### src/rtl/gpio_bank_pkg.sv
package gpio_bank_pkg;

    localparam int MAX_PINS = 32;
    localparam int AW       = 7;

    localparam logic [AW-1:0] OFS_FUNC  = 7'h00;
    localparam logic [AW-1:0] OFS_DIR   = 7'h04;
    localparam logic [AW-1:0] OFS_OUT   = 7'h08;
    localparam logic [AW-1:0] OFS_IN    = 7'h0C;
    localparam logic [AW-1:0] OFS_STAT  = 7'h10;
    localparam logic [AW-1:0] OFS_CLR   = 7'h14;
    localparam logic [AW-1:0] OFS_EN    = 7'h18;
    localparam logic [AW-1:0] OFS_ENSET = 7'h1C;
    localparam logic [AW-1:0] OFS_POL   = 7'h20;
    localparam logic [AW-1:0] OFS_EDGE  = 7'h24;
    localparam logic [AW-1:0] OFS_BOTH  = 7'h4C;

    // Per-pin detection configuration
    typedef struct packed {
        logic irq_mode;   // 1: interrupt source
        logic neg;        // 1: active low / falling edge
        logic edge_mode;  // 1: edge, 0: level
        logic dual;       // 1: both edges
    } pin_cfg_t;

    // Detection result for one pin: level-mode value or edge event
    function automatic logic pin_hit(pin_cfg_t c, logic cur, logic prev);
        logic h;
        if (!c.irq_mode)
            h = 1'b0;
        else if (!c.edge_mode)
            h = cur ^ c.neg;
        else if (c.dual)
            h = cur ^ prev;
        else if (c.neg)
            h = ~cur & prev;
        else
            h = cur & ~prev;
        return h;
    endfunction

endpackage

### src/rtl/gpio_sync.sv
module gpio_sync #(
    parameter int N = 32
) (
    input  logic         clk,
    input  logic         rst,
    input  logic [N-1:0] raw,
    output logic [N-1:0] cur,
    output logic [N-1:0] prev
);
    logic [N-1:0] meta_q;
    logic [N-1:0] cur_q;
    logic [N-1:0] prev_q;

    always_ff @(posedge clk) begin
        if (rst) begin
            meta_q <= '0;
            cur_q  <= '0;
            prev_q <= '0;
        end else begin
            meta_q <= raw;
            cur_q  <= meta_q;
            prev_q <= cur_q;
        end
    end

    assign cur  = cur_q;
    assign prev = prev_q;
endmodule

### src/rtl/gpio_event.sv
module gpio_event
    import gpio_bank_pkg::*;
#(
    parameter int N = 32
) (
    input  logic [N-1:0] func,
    input  logic [N-1:0] pol,
    input  logic [N-1:0] edg,
    input  logic [N-1:0] both,
    input  logic [N-1:0] cur,
    input  logic [N-1:0] prev,
    output logic [N-1:0] hit
);
    for (genvar i = 0; i < N; i++) begin : g_pin
        pin_cfg_t cfg;
        always_comb begin
            cfg.irq_mode  = func[i];
            cfg.neg       = pol[i];
            cfg.edge_mode = edg[i];
            cfg.dual      = both[i];
        end
        assign hit[i] = pin_hit(cfg, cur[i], prev[i]);
    end
endmodule

### src/rtl/gpio_regs.sv
module gpio_regs
    import gpio_bank_pkg::*;
#(
    parameter int N = 32
) (
    input  logic          clk,
    input  logic          rst,
    input  logic          we,
    input  logic [AW-1:0] addr,
    input  logic [31:0]   wdata,
    output logic [31:0]   rdata,
    input  logic [N-1:0]  level,
    input  logic [N-1:0]  hit,
    output logic [N-1:0]  func_q,
    output logic [N-1:0]  dir_q,
    output logic [N-1:0]  out_q,
    output logic [N-1:0]  pol_q,
    output logic [N-1:0]  edg_q,
    output logic [N-1:0]  both_q,
    output logic [N-1:0]  en_q,
    output logic [N-1:0]  st_q
);
    logic [N-1:0] wd;
    logic         clr_wr;

    assign wd     = wdata[N-1:0];
    assign clr_wr = we && (addr == OFS_CLR);

    function automatic logic [31:0] widen(logic [N-1:0] v);
        logic [31:0] r;
        r        = '0;
        r[N-1:0] = v;
        return r;
    endfunction

    always_ff @(posedge clk) begin
        if (rst) begin
            func_q <= '0;
            dir_q  <= '0;
            out_q  <= '0;
            pol_q  <= '0;
            edg_q  <= '0;
            both_q <= '0;
            en_q   <= '0;
        end else if (we) begin
            case (addr)
                OFS_FUNC:  func_q <= wd;
                OFS_DIR:   dir_q  <= wd;
                OFS_OUT:   out_q  <= wd;
                OFS_POL:   pol_q  <= wd;
                OFS_EDGE:  edg_q  <= wd;
                OFS_BOTH:  both_q <= wd;
                OFS_EN:    en_q   <= en_q & wd;
                OFS_ENSET: en_q   <= en_q | wd;
                default: ;
            endcase
        end
    end

    // Status: level pins track, edge pins latch until cleared, set wins
    for (genvar i = 0; i < N; i++) begin : g_st
        always_ff @(posedge clk) begin
            if (rst)
                st_q[i] <= 1'b0;
            else if (!edg_q[i])
                st_q[i] <= hit[i];
            else
                st_q[i] <= hit[i] | (st_q[i] & ~(clr_wr & wd[i]));
        end
    end

    always_comb begin
        case (addr)
            OFS_FUNC: rdata = widen(func_q);
            OFS_DIR:  rdata = widen(dir_q);
            OFS_OUT:  rdata = widen(out_q);
            OFS_IN:   rdata = widen(level);
            OFS_STAT: rdata = widen(st_q);
            OFS_EN:   rdata = widen(en_q);
            OFS_POL:  rdata = widen(pol_q);
            OFS_EDGE: rdata = widen(edg_q);
            OFS_BOTH: rdata = widen(both_q);
            default:  rdata = '0;
        endcase
    end
endmodule

### src/rtl/gpio_bank.sv
module gpio_bank
    import gpio_bank_pkg::*;
#(
    parameter int NPINS = 32
) (
    input  logic             clk,
    input  logic             rst,
    input  logic             bus_we,
    input  logic [6:0]       bus_addr,
    input  logic [31:0]      bus_wdata,
    output logic [31:0]      bus_rdata,
    input  logic [NPINS-1:0] pin_in,
    output logic [NPINS-1:0] pin_out,
    output logic [NPINS-1:0] pin_oe,
    output logic             irq
);
    logic [NPINS-1:0] cur, prev, hit;
    logic [NPINS-1:0] func_q, dir_q, out_q, pol_q, edg_q, both_q, en_q, st_q;

    gpio_sync #(.N(NPINS)) u_sync (
        .clk (clk),
        .rst (rst),
        .raw (pin_in),
        .cur (cur),
        .prev(prev)
    );

    gpio_event #(.N(NPINS)) u_event (
        .func(func_q),
        .pol (pol_q),
        .edg (edg_q),
        .both(both_q),
        .cur (cur),
        .prev(prev),
        .hit (hit)
    );

    gpio_regs #(.N(NPINS)) u_regs (
        .clk   (clk),
        .rst   (rst),
        .we    (bus_we),
        .addr  (bus_addr),
        .wdata (bus_wdata),
        .rdata (bus_rdata),
        .level (cur),
        .hit   (hit),
        .func_q(func_q),
        .dir_q (dir_q),
        .out_q (out_q),
        .pol_q (pol_q),
        .edg_q (edg_q),
        .both_q(both_q),
        .en_q  (en_q),
        .st_q  (st_q)
    );

    assign pin_out = out_q;
    assign pin_oe  = dir_q & ~func_q;
    assign irq     = |(st_q & en_q);
endmodule

### config.mk
export PLATFORM = sky130hd
export DESIGN_NAME = gpio_bank
export DESIGN_NICKNAME = d
export VERILOG_FILES = /design/src/rtl/gpio_bank_pkg.sv /design/src/rtl/gpio_sync.sv /design/src/rtl/gpio_event.sv /design/src/rtl/gpio_regs.sv /design/src/rtl/gpio_bank.sv
export SDC_FILE = /design/constraint.sdc
export NUM_CORES = 1
export LEC_CHECK = 0
export CAP_MARGIN = 10
export CORE_MARGIN = 10
export CORE_UTILIZATION = 45
export DETAILED_ROUTE_END_ITERATION = 7
export PLACE_DENSITY = 0.72
export RECOVER_POWER = 100
export SLEW_MARGIN = 15
export SYNTH_ARGS = -nofsm -noshare
export SYNTH_HDL_FRONTEND = slang
export SYNTH_SLANG_ARGS = --single-unit
### constraint.sdc
create_clock -name clk -period 3 [get_ports clk]
set_clock_uncertainty 0.15 [all_clocks]
set_input_delay 0.45 -clock clk [delete_from_list [all_inputs] [get_ports clk]]
set_output_delay 0.45 -clock clk [all_outputs]
set_load 0.05 [all_outputs]
# == Yosys cells after proc, flatten, opt, wreduce, memory -nomap -nowiden ==
# Index checks and enable logic that the tools add are counted.
# word_totals
ff_bits,352
out_inout_bits,97
in_bits,74
# classes
n_bitwise,325
n_reduce_logical,11
mux,162
eq_ne,10
# op_table
op,count
32-bit one-hot mux with 9 select lines,1
1-bit two-way mux,160
1-bit AND,128
32-bit AND,3
1-bit inverter,96
32-bit one-hot mux with 2 select lines,1
1-bit XOR,64
32-bit inverter,1
1-bit bitwise OR,32
32-bit bitwise OR,1
32-bit OR reduction,1
7-bit by 5-bit equality test with 1-bit output (second input constant),4
7-bit by 4-bit equality test with 1-bit output (second input constant),2
7-bit by 6-bit equality test with 1-bit output (second input constant),2
2-bit AND reduction,7
7-bit by 3-bit equality test with 1-bit output (second input constant),1
7-bit equality test (second input constant),1
7-bit zero test,1
2-bit nonzero test,1
1-bit logical AND,1

# == Logic depth before layout (Yosys ltp) ==
# depth
ltp_word,8
depth_mapped,8

# == Cells and area by module ==
# Synthesis repeated with hierarchy kept, for this count alone.
# hier_totals
cells_unflattened,2045
area_unflattened_um2,17246.5
# modules_own_cells
mod,area_per_inst_um2,instances,cells_per_inst
gpio_regs,11846.4,1,1470
gpio_sync,2600.0,1,202
gpio_event,2442.3,1,320
gpio_bank,357.8,1,53

# == Worst setup path before layout ==
# No wires, ideal clock.
# synth_path
path_type,input to output
from,input port bus_addr[6]
to,output port bus_rdata[14]
n_path_buf,3
arrival_time_ps,3098
setup_slack_ps,-698
t_required_ps,2400
cell_stages,7
path_cell_list,buf_2 nor2_1 clkbuf_1 buf_2 nand2_1 o32a_1 o41ai_1
# synth_between
elab_chain_len,2
# synth_lines
element,line,rtl
from (decl),gpio_bank.sv:9,"input logic [6:0] bus_addr,"
"7-bit equality test, or another cell as far along",gpio_regs.sv:73,case (addr)
32-bit one-hot mux with 9 select lines (*),gpio_regs.sv:73,
to (decl),gpio_bank.sv:11,"output logic [31:0] bus_rdata,"
# Every way passes the cells marked *; elsewhere a longest branch is shown, timed or not.

# == Worst setup path after layout ==
# layout_path
from,input port bus_addr[1]
to,output port bus_rdata[21]
# Same word-level chain as after synthesis.

==> qor.csv <==
metric,value,unit
DRT iter0 DRCs,1693,
Wirelength per Cell,22.3,um
Rows,70,
Remaining DRCs,0,
Worst-Skew Late Latency,550,ps
"EDFF count, synth",0,
first-pass GRT wire length,91500,um
Post-Layout Cell Count,2723,
Worst Path Required,2400,ps
met3 WL,6380,um
# setup viols final,0,
Slowest Stage Delay on Critical Path,550,ps
minimum clock period,2970,ps
initial core utilization,45.6,%
DRT Pass-1 Iters,6,
dpl cell area,19800,um2
crit path launch type,primary input,
# port buffers,170,
highest metal used,met4,
failing checks,"max-capacitance violations, max-slew violations",
Worst setup EP type,primary output,
distinct cell type count after synthesis,55,
worst path buffer plus inverter count,4,
Synth Area per Inst,8.15,um2
Hold Crit Class,reg -> reg,
GPL Wtd Cong,0.940,
wl on met1,24500,um
"count leader, synth",nand2_1,
Met2 Wirelength,27200,um
die area,45200,um2
Num CTS Buffers,39,
vias in the first global route,15500,
Area Overhead vs Synth,25.9,%
asr flop ratio synth,0,%
Post-Syn Nets,2186,
top cell type's share of synthesized area,42.2,%
largest net degree at the start of global routing,73,
CTS tree,yes,
antenna-violating nets left,0,
Tcrit/Tclk final,98.8,%
post-placement cell count,2642,
VDD IR max,416,uV
die height,213,um
Main synth FF type,dfxtp_1,
Top delay family on crit path,buffers and inverters,
Clock transition at path regs,60,ps
vias per cell,5.93,
achievable frequency,337,MHz
Longest Clk Path Bufs,3,
"Critical Path, Cell by Cell","dlygate4sd2_1, buf_4, or4b_4, clkbuf_2, nor3_1, a21oi_1, nand4_1, clkbuf_2",
fin. max-slew vios,109,
post-route cell area,21000,um2
final hold vios,0,
Synth Instances,2048,
drt total wl,60800,um
die width,213,um
"Cell Area, Synth",16700,um2
clock sinks,352,
largest area contributor in the netlist,dfxtp_1,
via count,16200,
DPL Wire Length,41400,um
core footprint,36600,um2
Max Cap Viol,2,
top fanout value on the critical path,4,
arrival time worst endpoint,2370,ps
yosys warns,0,
pwr dens,495,nW/um2
RSZ-0062 raised after global routing,no,
ranking of synthesized cells by area,"dfxtp_1 42%, nand2_1 8.8%, a21oi_1 6.9%, ha_1 4.8%, mux2i_1 4.2%",
H-tree Lvls,2,
nets,2359,
Worst path slowest cell,or4b_4,
initial antenna violation count,5,
GR Util All Layers,26.1,%
grt ovf,0,
critical path type,in -> out,
Slew HR,-14.8,%
status,finished with violations,
register area share after synthesis,42.2,%
layout cells sized above 1,11.1,%
Leak Pwr,7.88,nW
Clock Tree Root,clkbuf_16,
most used cell along the critical path,clkbuf_2,
I/O pins,171,
worst slew pin tran,1720,ps
top post-synthesis cells by count,"391 x nand2_1, 352 x dfxtp_1, 231 x a21oi_1",
register bit total from synthesis,352,
cell families (layout without fill, tap and decap cells):
logic type	after synthesis	after routing	synth area share, %
AO/OA/AOI/OAI	489	489	18.5
XOR/XNOR	32	32	1.68
adder cells (fa/ha/maj)	64	64	4.80
buffers and inverters	296	499	7.34
flip-flops	352	352	42.2
multiplexers	73	73	4.53
other	0	4	0
AND/OR/NAND/NOR	742	742	20.9
through the flow:
step	power (mW)	utilization, %	setup WS, ps	hold slack (ps)	setup TNS (ps)
finish	10.4	57.4	34.6	284	0
global placement	5.49	54.0	-272	266	-5530
detailed placement	5.50	54.0	-283	270	-6040
global route	10.7	57.4	2.58	299	0
CTS	10.4	58.1	-0.982	150	-0.982
floorplan	5.20	-	153	264	0
what timing repair did:
item | CTS | global route
pin swaps | 7 | 5
endpoints found under the setup margin | 32 | 20
buffers inserted | 3 | 2
gates resized for setup | 39 | 11
cloned | 0 | 1
hold buffers | 0 | 0
cell usage in the layout, fill, tap and decap left out, types with 41 or more instances in the layout:
cell	synthesis	final
dfxtp_1	352	352
nor2b_1	98	98
a21oi_1	231	231
a22o_1	57	57
o21ai_0	66	66
clkbuf_16	0	41
clkdlybuf4s50_1	0	59
buf_4	7	79
ha_1	64	64
inv_1	129	129
a22oi_1	43	42
nand2_1	391	391
nand3_1	104	100
dlygate4sd3_1	0	70
mux2i_1	70	68
per-layer routing:
layer | vias up | GRT usage [%]
li1 | 7377 | -
met5 | - | 0
met3 | 183 | 5.79
met2 | 882 | 40.6
met1 | 7713 | 33.5
met4 | 0 | 12.7
power breakdown:
group | internal (mW) | switching, mW
logic | 0.259 | 0.383
registers | 4.73 | 0.0491
clock network | 2.99 | 1.98
final timing paths:
| kind | cells past startpoint | from | slack [ps] | end |
|---|---|---|---|---|
| worst max-delay path | 8 | bus_addr[1] | 30 | bus_rdata[21] |
| worst max register to register | 6 | u_sync.cur[9] | 1480 | u_regs.st_q[9] |
| worst min register to register | 1 | u_sync.meta_q[2] | 280 | u_sync.cur[2] |
| worst min-delay path | 1 | u_sync.meta_q[2] | 280 | u_sync.cur[2] |
worst reg2reg max path, cell delays in order (launching register included):
cell	delay, ps
dfxtp_1	460
inv_1	100
ha_1	210
mux2i_1	150
nand3b_1	100
nand3_1	90
a211oi_1	70
layout make-up:
class                           count  area, um2
Clock inverter                     10        118
Sequential cell                   352       7050
Antenna cell                        4       10.0
Fill cell                        3259      15600
Tap cell                          468        586
Multi-Input combinational cell   1400       8610
Clock buffer                       61       1230
Timing Repair Buffer              299       2940
Inverter                          129        484
Power figures use the tool's default switching activity.
